## config.mk

```make
export PLATFORM = sky130hd
export DESIGN_NAME = mchk_ctrl
export DESIGN_NICKNAME = d
export VERILOG_FILES = /design/src/rtl/mchk_pkg.sv /design/src/rtl/mchk_ctl.sv /design/src/rtl/mchk_dp.sv /design/src/rtl/mchk_ctrl.sv
export SDC_FILE = /design/constraint.sdc
export NUM_CORES = 1
export LEC_CHECK = 0
export BUFFER_PORTS_ARGS = -buffer_cell sky130_fd_sc_hd__buf_2
export CAP_MARGIN = 20
export CORE_MARGIN = 1
export CORE_UTILIZATION = 46
export CTS_CLUSTER_DIAMETER = 30
export DETAILED_ROUTE_END_ITERATION = 12
export HOLD_SLACK_MARGIN = 0.12
export PLACE_DENSITY = 0.86
export SLEW_MARGIN = 20
export SYNTH_ARGS = -nofsm -noshare
export SYNTH_HDL_FRONTEND = slang
export SYNTH_HIERARCHICAL = 1
export SYNTH_SLANG_ARGS = --single-unit
```

## constraint.sdc

```tcl
create_clock -name clk -period 1.93 [get_ports clk]
set_input_delay 0.193 -clock clk [delete_from_list [all_inputs] [get_ports clk]]
set_output_delay 0.193 -clock clk [all_outputs]
set_load 0.01 [all_outputs]
```

## src/rtl/mchk_pkg.sv

```systemverilog
package mchk_pkg;
  localparam int XLEN     = 32;
  localparam int CAUSE_N  = 4;
  // vector indices (index = XLEN-1 - big-endian bit number)
  localparam int MSR_LE   = XLEN - 1 - 31;
  localparam int MSR_IP   = XLEN - 1 - 25;
  localparam int MSR_ME   = XLEN - 1 - 19;
  localparam int MSR_ILE  = XLEN - 1 - 15;
  localparam int COPY_W   = 16;                 // low half copied into SRR1
  localparam int CAUSE_LSB = XLEN - 1 - 15;     // APE at BE15 .. MCP at BE12
  localparam int ZERO_LSB  = CAUSE_LSB + CAUSE_N;

  typedef struct packed {
    logic takeExc;
    logic doRfi;
    logic enterCk;
  } ctlStrobe_t;

  typedef enum logic [0:0] {ST_RUN, ST_CKSTOP} ckState_t;
endpackage

```

## src/rtl/mchk_ctl.sv

```systemverilog
module mchk_ctl
  import mchk_pkg::*;
(
  input  logic       clk,
  input  logic       rstN,
  input  logic       anyCause,
  input  logic       meBit,
  input  logic       ckstpReq,
  input  logic       protoErr,
  input  logic       rfiReq,
  output ctlStrobe_t strobe,
  output logic       checkstopOut
);
  ckState_t stateQ;
  logic running;
  logic hardStop;

  always_comb begin
    running        = (stateQ == ST_RUN);
    hardStop       = ckstpReq | protoErr | (anyCause & ~meBit);
    strobe.enterCk = running & hardStop;
    strobe.takeExc = running & ~hardStop & anyCause;
    strobe.doRfi   = running & ~hardStop & ~anyCause & rfiReq;
  end

  always_ff @(posedge clk) begin
    if (!rstN)               stateQ <= ST_RUN;
    else if (strobe.enterCk) stateQ <= ST_CKSTOP;
  end

  assign checkstopOut = (stateQ == ST_CKSTOP);

  // checkstop is left only through reset
  p_ck_sticky_r7: assert property (@(posedge clk) disable iff (!rstN)
    checkstopOut |=> checkstopOut);

  // a cause with ME clear leads to checkstop
  p_me_clear_r6: assert property (@(posedge clk) disable iff (!rstN)
    (anyCause && !meBit) |=> checkstopOut);
endmodule

```

## src/rtl/mchk_dp.sv

```systemverilog
module mchk_dp
  import mchk_pkg::*;
#(
  parameter logic [XLEN-1:0] HIGH_BASE = 32'hFFF0_0000,
  parameter logic [XLEN-1:0] VEC_OFF   = 32'h0000_0200
) (
  input  logic                clk,
  input  logic                rstN,
  input  ctlStrobe_t          strobe,
  input  logic [CAUSE_N-1:0]  causeVec,
  input  logic [XLEN-1:0]     msrIn,
  input  logic [XLEN-1:0]     nextPc,
  output logic [XLEN-1:0]     srr0Q,
  output logic [XLEN-1:0]     srr1Q,
  output logic [XLEN-1:0]     msrQ,
  output logic                redirectValid,
  output logic [XLEN-1:0]     redirectAddr
);
  logic [XLEN-1:0] excSrr1;
  logic [XLEN-1:0] excMsr;
  logic [XLEN-1:0] rfiMsr;
  logic [XLEN-1:0] handlerAddr;

  for (genvar b = 0; b < XLEN; b++) begin : g_bits
    if (b >= CAUSE_LSB && b < ZERO_LSB) begin : g_cause
      assign excSrr1[b] = causeVec[b - CAUSE_LSB];
    end else if (b < COPY_W) begin : g_copy
      assign excSrr1[b] = msrIn[b];
    end else begin : g_zero
      assign excSrr1[b] = 1'b0;
    end

    if (b == MSR_LE) begin : g_le
      assign excMsr[b] = msrIn[MSR_ILE];
    end else if (b == MSR_ILE || b == MSR_IP) begin : g_keep
      assign excMsr[b] = msrIn[b];
    end else begin : g_clr
      assign excMsr[b] = 1'b0;
    end
  end

  assign rfiMsr      = {msrIn[XLEN-1:COPY_W], srr1Q[COPY_W-1:0]};
  assign handlerAddr = (msrIn[MSR_IP] ? HIGH_BASE : '0) | VEC_OFF;

  always_ff @(posedge clk) begin
    if (!rstN) begin
      srr0Q         <= '0;
      srr1Q         <= '0;
      msrQ          <= '0;
      redirectValid <= 1'b0;
      redirectAddr  <= '0;
    end else begin
      redirectValid <= strobe.takeExc | strobe.doRfi;
      if (strobe.takeExc) begin
        srr0Q        <= nextPc;
        srr1Q        <= excSrr1;
        msrQ         <= excMsr;
        redirectAddr <= handlerAddr;
      end else if (strobe.doRfi) begin
        msrQ         <= rfiMsr;
        redirectAddr <= srr0Q;
      end
    end
  end

  // resume address captured from the PC of the entry cycle
  p_srr0_capture_r2: assert property (@(posedge clk) disable iff (!rstN)
    strobe.takeExc |=> srr0Q == $past(nextPc));

  // handler vector follows IP
  p_vector_r1: assert property (@(posedge clk) disable iff (!rstN)
    strobe.takeExc |=> redirectValid &&
      redirectAddr == ($past(msrIn[MSR_IP]) ? 32'hFFF0_0200 : 32'h0000_0200));

  // top twelve bits of SRR1 never set
  p_srr1_hi_r3: assert property (@(posedge clk) disable iff (!rstN)
    srr1Q[XLEN-1:ZERO_LSB] == '0);

  // entry disables further machine checks and sets LE from ILE
  p_entry_msr_r5: assert property (@(posedge clk) disable iff (!rstN)
    strobe.takeExc |=> !msrQ[MSR_ME] && msrQ[MSR_LE] == $past(msrIn[MSR_ILE]));

  // return goes to the saved address
  p_rfi_target_r9: assert property (@(posedge clk) disable iff (!rstN)
    strobe.doRfi |=> redirectValid && redirectAddr == $past(srr0Q));
endmodule

```

## src/rtl/mchk_ctrl.sv

```systemverilog
module mchk_ctrl
  import mchk_pkg::*;
#(
  parameter logic [31:0] HIGH_BASE = 32'hFFF0_0000,
  parameter logic [31:0] VEC_OFF   = 32'h0000_0200
) (
  input  logic        clk,
  input  logic        rstN,
  input  logic        mcpIn,
  input  logic        teaIn,
  input  logic        dpeIn,
  input  logic        apeIn,
  input  logic        ckstpIn,
  input  logic        protoErrIn,
  input  logic        rfiIn,
  input  logic [31:0] msrIn,
  input  logic [31:0] nextPcIn,
  output logic [31:0] srr0Out,
  output logic [31:0] srr1Out,
  output logic [31:0] msrOut,
  output logic        redirectValid,
  output logic [31:0] redirectAddr,
  output logic        checkstopOut
);
  ctlStrobe_t          strobe;
  logic [CAUSE_N-1:0]  causeVec;

  assign causeVec = {mcpIn, teaIn, dpeIn, apeIn};

  mchk_ctl i_ctl (
    .clk          (clk),
    .rstN         (rstN),
    .anyCause     (|causeVec),
    .meBit        (msrIn[MSR_ME]),
    .ckstpReq     (ckstpIn),
    .protoErr     (protoErrIn),
    .rfiReq       (rfiIn),
    .strobe       (strobe),
    .checkstopOut (checkstopOut)
  );

  mchk_dp #(.HIGH_BASE(HIGH_BASE), .VEC_OFF(VEC_OFF)) i_dp (
    .clk           (clk),
    .rstN          (rstN),
    .strobe        (strobe),
    .causeVec      (causeVec),
    .msrIn         (msrIn),
    .nextPc        (nextPcIn),
    .srr0Q         (srr0Out),
    .srr1Q         (srr1Out),
    .msrQ          (msrOut),
    .redirectValid (redirectValid),
    .redirectAddr  (redirectAddr)
  );

  // external stop or protocol error always ends in checkstop
  p_ck_entry_r6: assert property (@(posedge clk) disable iff (!rstN)
    (ckstpIn || protoErrIn) |=> checkstopOut);

  // captured state frozen once stopped
  p_freeze_r8: assert property (@(posedge clk) disable iff (!rstN)
    checkstopOut |=> $stable(srr0Out) && $stable(srr1Out) && $stable(msrOut));

  // return ignored in checkstop
  p_rfi_ignored_r10: assert property (@(posedge clk) disable iff (!rstN)
    (checkstopOut && rfiIn) |=> !redirectValid);

  // no redirect while stopped
  p_no_redirect_r7: assert property (@(posedge clk) disable iff (!rstN)
    checkstopOut |-> !redirectValid);
endmodule

```

### After elaboration in Yosys (flattened, before gate mapping)

Cells that the tools add are included.
W data, S select, Z words.

* bits in registers: 118
* input port bits: 73
* output and inout port bits: 130
* word-level logic and storage cells: 29

* muxes and demuxes: 5
* bitwise logic cells: 14
* reductions and logical operators: 3

Operators with widths (number)
* $mux W32: 3
* $mux W17: 2
* $and A1 B1 Y1: 6
* $not A1 Y1: 5
* $reduce_or A4 Y1: 1
* $or A1 B1 Y1: 3
* $reduce_bool A2 Y1: 1
* $reduce_or A2 Y1: 1

### Longest topological paths before layout

Gate-level depths: netlist (run 1).

* word-level depth: 9
* mapped depth: 6
* mapped depth without buffers: 4

### Cells and area by module

Netlist (run 1), hierarchy kept.

Modules (own cells, without submodules)
* mchk_dp: times used 1, cells each 397, area an instance 4335.4 um2, seq. area each 2342.2 um2
* mchk_ctl: times used 1, cells each 8, area an instance 67.6 um2, seq. area each 20.0 um2
* mchk_ctrl: times used 1, cells each 1, area an instance 7.5 um2, seq. area each 0.0 um2

### Least setup slack after synthesis (run 1)

Ideal clock, no wire load.

* path kind: input to register
* start: in teaIn
* end: reg i_dp.msrQ[1]
* setup time: 0.128 ns
* arrival: 1.570 ns
* required time: 1.802 ns
* setup slack: 0.232 ns
* stages on the path: 6
* path buffers: 2
* cells stage by stage: or4_1 > and3b_1 > buf_6 > buf_6 > mux2i_1 > nor2_1

RTL lines
* start: declaration: line mchk_ctrl.sv:10 `input logic teaIn,`
* end signal: assignment: line mchk_dp.sv:57 `msrQ <= excMsr;`
* end signal: assignment: line mchk_dp.sv:60 `msrQ <= rfiMsr;`
* end: declaration: line mchk_dp.sv:15 `output logic [XLEN-1:0] msrQ,`

==> impl_metrics.toml, run 1 <==
[synthesis]
syn_inst = 404
syn-mean-instance-area_sq_um = 10.9
ys_warn_count = 6
syn-cell-area_sq_um = 4400

[routing]
antenna_left = 0
first_pass_iters = 4
routedWlPerCell_microns = 15.4
finalWirelength_microns = 12400
vias = 3933
drc = 0
drt_iter0_markers = 111
vias_per_cell = 4.87

[final_layout]
final_cell_mix = "190 x buf_2, 118 x dfxtp_1, 112 x mux2i_1, 102 x nor2_1, 70 x dlygate4sd3_1"
post-route-util = 0.726
syn2layout_area_growth_pct = 52.4
diodes = 0
drive_gt1_frac = 0.353
fillCellCount = 631
final_common_cell = "buf_2"
final_nets = 739
final_area_sq_um = 6710

[worst_setup_path]
cp-startpoint = "dpeIn"
cp.arrival_ps = 2280
timing.reg2reg.setup_slack_ps = 200
cpPeakStageDelay_ps = 520
cp-endpoint = "i_dp/redirectAddr[18]"
path_delay_family = "buffers and inverters"
worstPathRequired_ps = 2310
cp-end-kind = "flop"
r2r_cells = 5
cp_max_fo = 33
cp-start-kind = "input port"
crit_chain = "dlygate4sd3_1 -> buf_2 -> or4_1 -> and3b_4 -> buf_12 -> mux2i_2 -> nor2_1"
worstSetupPathDepth = 7
cp_num_buf_inv = 3
regToRegStartpoint = "i_ctl/checkstopOut"
worst-setup-path-type = "input port to flop"
cp_slowest_cell = "dlygate4sd3_1"
r2r-end = "i_dp/srr1Q[18]"

[placed_design]
dpl-instance-area_sq_um = 5410
io_buffers = 190
place_ws_ps = -28.7
hpwl_microns = 7270
place_congestion = 0.777

[pwr]
switchingPower_w = 0.00128
swShare = 0.213
clkPwrFrac = 0.512
power_leakage_nw = 2.97
combPwrFrac = 0.072
p_per_area_nw_per_um2 = 896
vdd_drop_max_mv = 0.571
p_int_w = 0.00473
power_frac_seq = 0.417

[floorplan]
die_width_microns = 99.8
rows = 35
die_h_microns = 99.8
initial_core_util = 0.476
core_area_sq_um = 9240
ioPinCount = 203
die-area_sq_um = 9960

[sta]
rsz0062_at_grt = "false"
fmax_mhz = 526
holdWs_ps = 352
period_needed_ps = 1900
skew_ps = 7.22
setup_viol = 0
min_period_over_period = 0.985
hold_violations = 0
drv_slew = 0
setup_ws_ps = 28.9

[clocking]
cts_tree = "done"
cts_root_buf = "clkbuf_8"
clk_pin_slew_ps = 60
cts_buffers = 17
htree_levels = 4
clockBufferDepth = 2
clk_latency_ps = 500
clock-sinks = 118

[flow_run]
maxCapViolCount = 0

[grt]
grt_use_total = 0.254
grt_pass1_vias = 4087
grt_max_degree = 47
grt_pass1_wl_microns = 19600
overflow = 0
antenna_found_initial = 0

[status]
status = "complete, no violations"

[hold_path]
hp-class = "input port to flop"
==> repair_timing <==
action,4_1_cts,5_1_grt
endpoints found under the hold margin,70,0
hold buffers,70,0
buffers inserted,0,0
setup endpoints to repair,0,3
gates resized for setup,0,4
==> final cells by class <==
class | instances | area, sq um | share of cell area
tap | 129 | 161 | 0.0241
clock inverter | 10 | 128 | 0.0190
inverter | 2 | 7.51 | 0.00112
timing repair buffer | 271 | 1800 | 0.268
sequential | 118 | 2360 | 0.352
multi-input combinational | 256 | 1800 | 0.269
clock buffer | 22 | 453 | 0.0675
==> flip-flops by register name, summed over array words and instances, names as in the netlist <==
name and count:
i_dp/redirectAddr 32, i_dp/msrQ 32, i_ctl/checkstopOut 1, i_dp/redirectValid 1, i_dp/srr1Q 20, i_dp/srr0Q 32
==> tightest hold or removal path: cells and delay by family <==
kind | cells | cell delay [ps]
AOI/OAI and AO/OA | 1 | 80
buffers and inverters | 2 | 250
and+or+nand+nor | 2 | 270
==> worst min path at each step <==
stage               from                   end  slack [ps]  cells after the start
2_1_floorplan  msrIn[17]         i_dp/msrQ[17]         340                      2
3_3_place_gp    msrIn[2]         i_dp/srr1Q[2]         430                      3
3_5_place_dp    msrIn[7]         i_dp/srr1Q[7]         440                      3
4_1_cts          ckstpIn  i_dp/redirectAddr[9]         330                      5
5_1_grt            rfiIn    i_dp/redirectValid         360                      5
6_report         ckstpIn  i_dp/redirectAddr[9]         350                      5
==> layer usage <==
metal	wire length (microns)	global-route usage	part of all wire
met1	4830	0.271	0.39
met2	6600	0.460	0.53
met3	604	0.0682	0.049
met4	380	0.131	0.031
met5	0	0	0
==> power groups by stage <==
stage               logic [W]  registers (W)  clock network [W]
finish               0.000431        0.00251            0.00308
floorplan            0.000157        0.00257                  0
CTS                  0.000419        0.00250            0.00313
global placement     0.000298        0.00255                  0
detailed placement   0.000307        0.00256                  0
global route         0.000464        0.00251            0.00325
==> metrics by stage <==
step / TNS (ps) / power, W / instances
final: 0 / 0.00602 / 808
after global routing: 0 / 0.00623 / 808
after CTS: 0 / 0.00605 / 808
after detailed placement: -54.2 / 0.00286 / 706
after global placement: 0 / 0.00285 / 706
after floorplan: 0 / 0.00273 / 415
(Power assumes the default switching activity.)
==> inputs of run 2 (changes only) <==
- GPL_TIMING_DRIVEN: unset -> 0
==> run 2 against run 1 <==
  * Worst setup slack improved by 120 ps
  * Die area unchanged
  * Clock skew decreased by 1.6 ps
  * Routed wire length increased by 5.0%
  * Fmax increased by 6.8%
  * Sequential power about the same
  * Critical endpoint is now i_dp/msrQ[21]
==> impl_metrics.toml, run 2 (synthesized netlist as in run 1, its figures left out) <==
[sta]
drv_slew = 0
rsz0062_at_grt = "false"
fin_tns_setup_ps = 0
period_needed_ps = 1780
skew_ps = 5.63
slew_headroom = 0.648
worst_pin_slew_ps = 528
min_period_over_period = 0.923
fmax_mhz = 562
setup_viol = 0
hold_violations = 0

[worst_setup_path]
worstSetupPathDepth = 6
path_delay_family = "simple AND/OR/NAND/NOR gates"
crit_chain = "nor3_2 -> and3b_1 -> buf_6 -> buf_6 -> mux2i_1 -> nor2_1"
cp-start-kind = "flop"
cp_num_buf_inv = 2
worstPathRequired_ps = 2300
cp.arrival_ps = 2150
cp-end-kind = "flop"
cp_slowest_cell = "dfxtp_1"
r2r_cells = 6
cp_max_fo = 10
critPathMostFrequentCell = "buf_6"
worst-setup-path-type = "flop to flop"
cpPeakStageDelay_ps = 340

[grt]
overflow = 0
antenna_found_initial = 0
grt_max_degree = 17
grt_use_total = 0.261
grt_pass1_vias = 4095
grt_pass1_wl_microns = 19900

[status]
status = "complete, no violations"

[placed_design]
place_congestion = 0.845
io_buffers = 190
hpwl_microns = 8150

[clocking]
clk_pin_slew_ps = 60
post_cts_buffers = 0
clock-sinks = 118
clockBufferDepth = 2
cts_root_buf = "clkbuf_8"
clk_latency_ps = 490
htree_levels = 4
cts_tree = "done"
cts_buffers = 17

[floorplan]
ioPinCount = 203
initial_core_util = 0.476
core_area_sq_um = 9240
rows = 35
die_width_microns = 99.8
die_h_microns = 99.8
die-area_sq_um = 9960

[routing]
first_pass_iters = 4
drt_iter0_markers = 110
finalWirelength_microns = 13000
routedWlPerCell_microns = 15.6
antenna_left = 0
drc = 0
vias_per_cell = 4.81
vias = 4018

[final_layout]
biggestRegsByFlops = "i_dp/msrQ x32, i_dp/redirectAddr x32, i_dp/srr0Q x32"
drive_gt1_frac = 0.361
final_cell_mix = "195 x buf_2, 118 x dfxtp_1, 115 x mux2i_1, 102 x nor2_1, 70 x dlygate4sd3_1"
diodes = 0
syn2layout_area_growth_pct = 54.7
post-route-util = 0.737
final_nets = 767
final_common_cell = "buf_2"

[pwr]
vdd_drop_max_mv = 0.613
p_per_area_nw_per_um2 = 858
power_leakage_nw = 3.06

[hold_path]
hp-class = "input port to flop"
whs_path_depth = 4

[flow_run]
maxCapViolCount = 0
run 2: worst min-delay path, cell delays in order:
cell and delay (ps):
buf_2 70, and3b_1 230, or3b_2 140, a21oi_1 50
run 2: where the power goes:
part | switching (W) | internal, W | leakage [nW] | total [W]
sequential | 0.0000279 | 0.00248 | 0.954 | 0.00251
clock | 0.00105 | 0.00183 | 0.267 | 0.00289
combinational | 0.000201 | 0.000250 | 1.84 | 0.000451
run 2: final cells by class:
cell class                      count  area (sq um)
Buffer                             39           300
Clock inverter                      8          72.6
Multi-Input combinational cell    256          1780
Clock buffer                       24           480
Inverter                            2          7.51
Sequential cell                   118          2360
Timing Repair Buffer              260          1650
Fill cell                         645          2430
Tap cell                          129           161
run 2: worst paths after layout:
check	slack, ps	from	end
hold reg to reg	490	i_dp/redirectAddr[16]	i_dp/redirectAddr[16]
setup reg to reg	150	i_ctl/checkstopOut	i_dp/msrQ[21]
hold / removal	260	rfiIn	i_dp/msrQ[16]
setup / recovery	150	i_ctl/checkstopOut	i_dp/msrQ[21]
run 2: metal layers:
layer  global-route usage  share of wire  vias up
li1                     -              -     1919
met1                0.287           0.40     1921
met2                0.467           0.53      152
met3               0.0794          0.048       26
met4                0.109          0.023        0
met5                    0              0        -
run 2: repair_timing:
action	CTS	global route
hold buffers	70	0
gates resized for setup	0	3
endpoints found under the hold margin	70	0
setup endpoints to repair	0	12
run 2: stage by stage:
stage | total power, W | hold WS, ps | area (sq um) | instances | setup WS, ps
floorplan | 0.00273 | 340 | 4440 | 415 | 232
global placement | 0.00287 | 425 | 5560 | 734 | -67.4
detailed placement | 0.00289 | 433 | 5560 | 734 | -97.1
CTS | 0.00587 | 227 | 6810 | 836 | 62.5
global route | 0.00605 | 227 | 6810 | 836 | 51.1
finish | 0.00585 | 259 | 6810 | 836 | 149
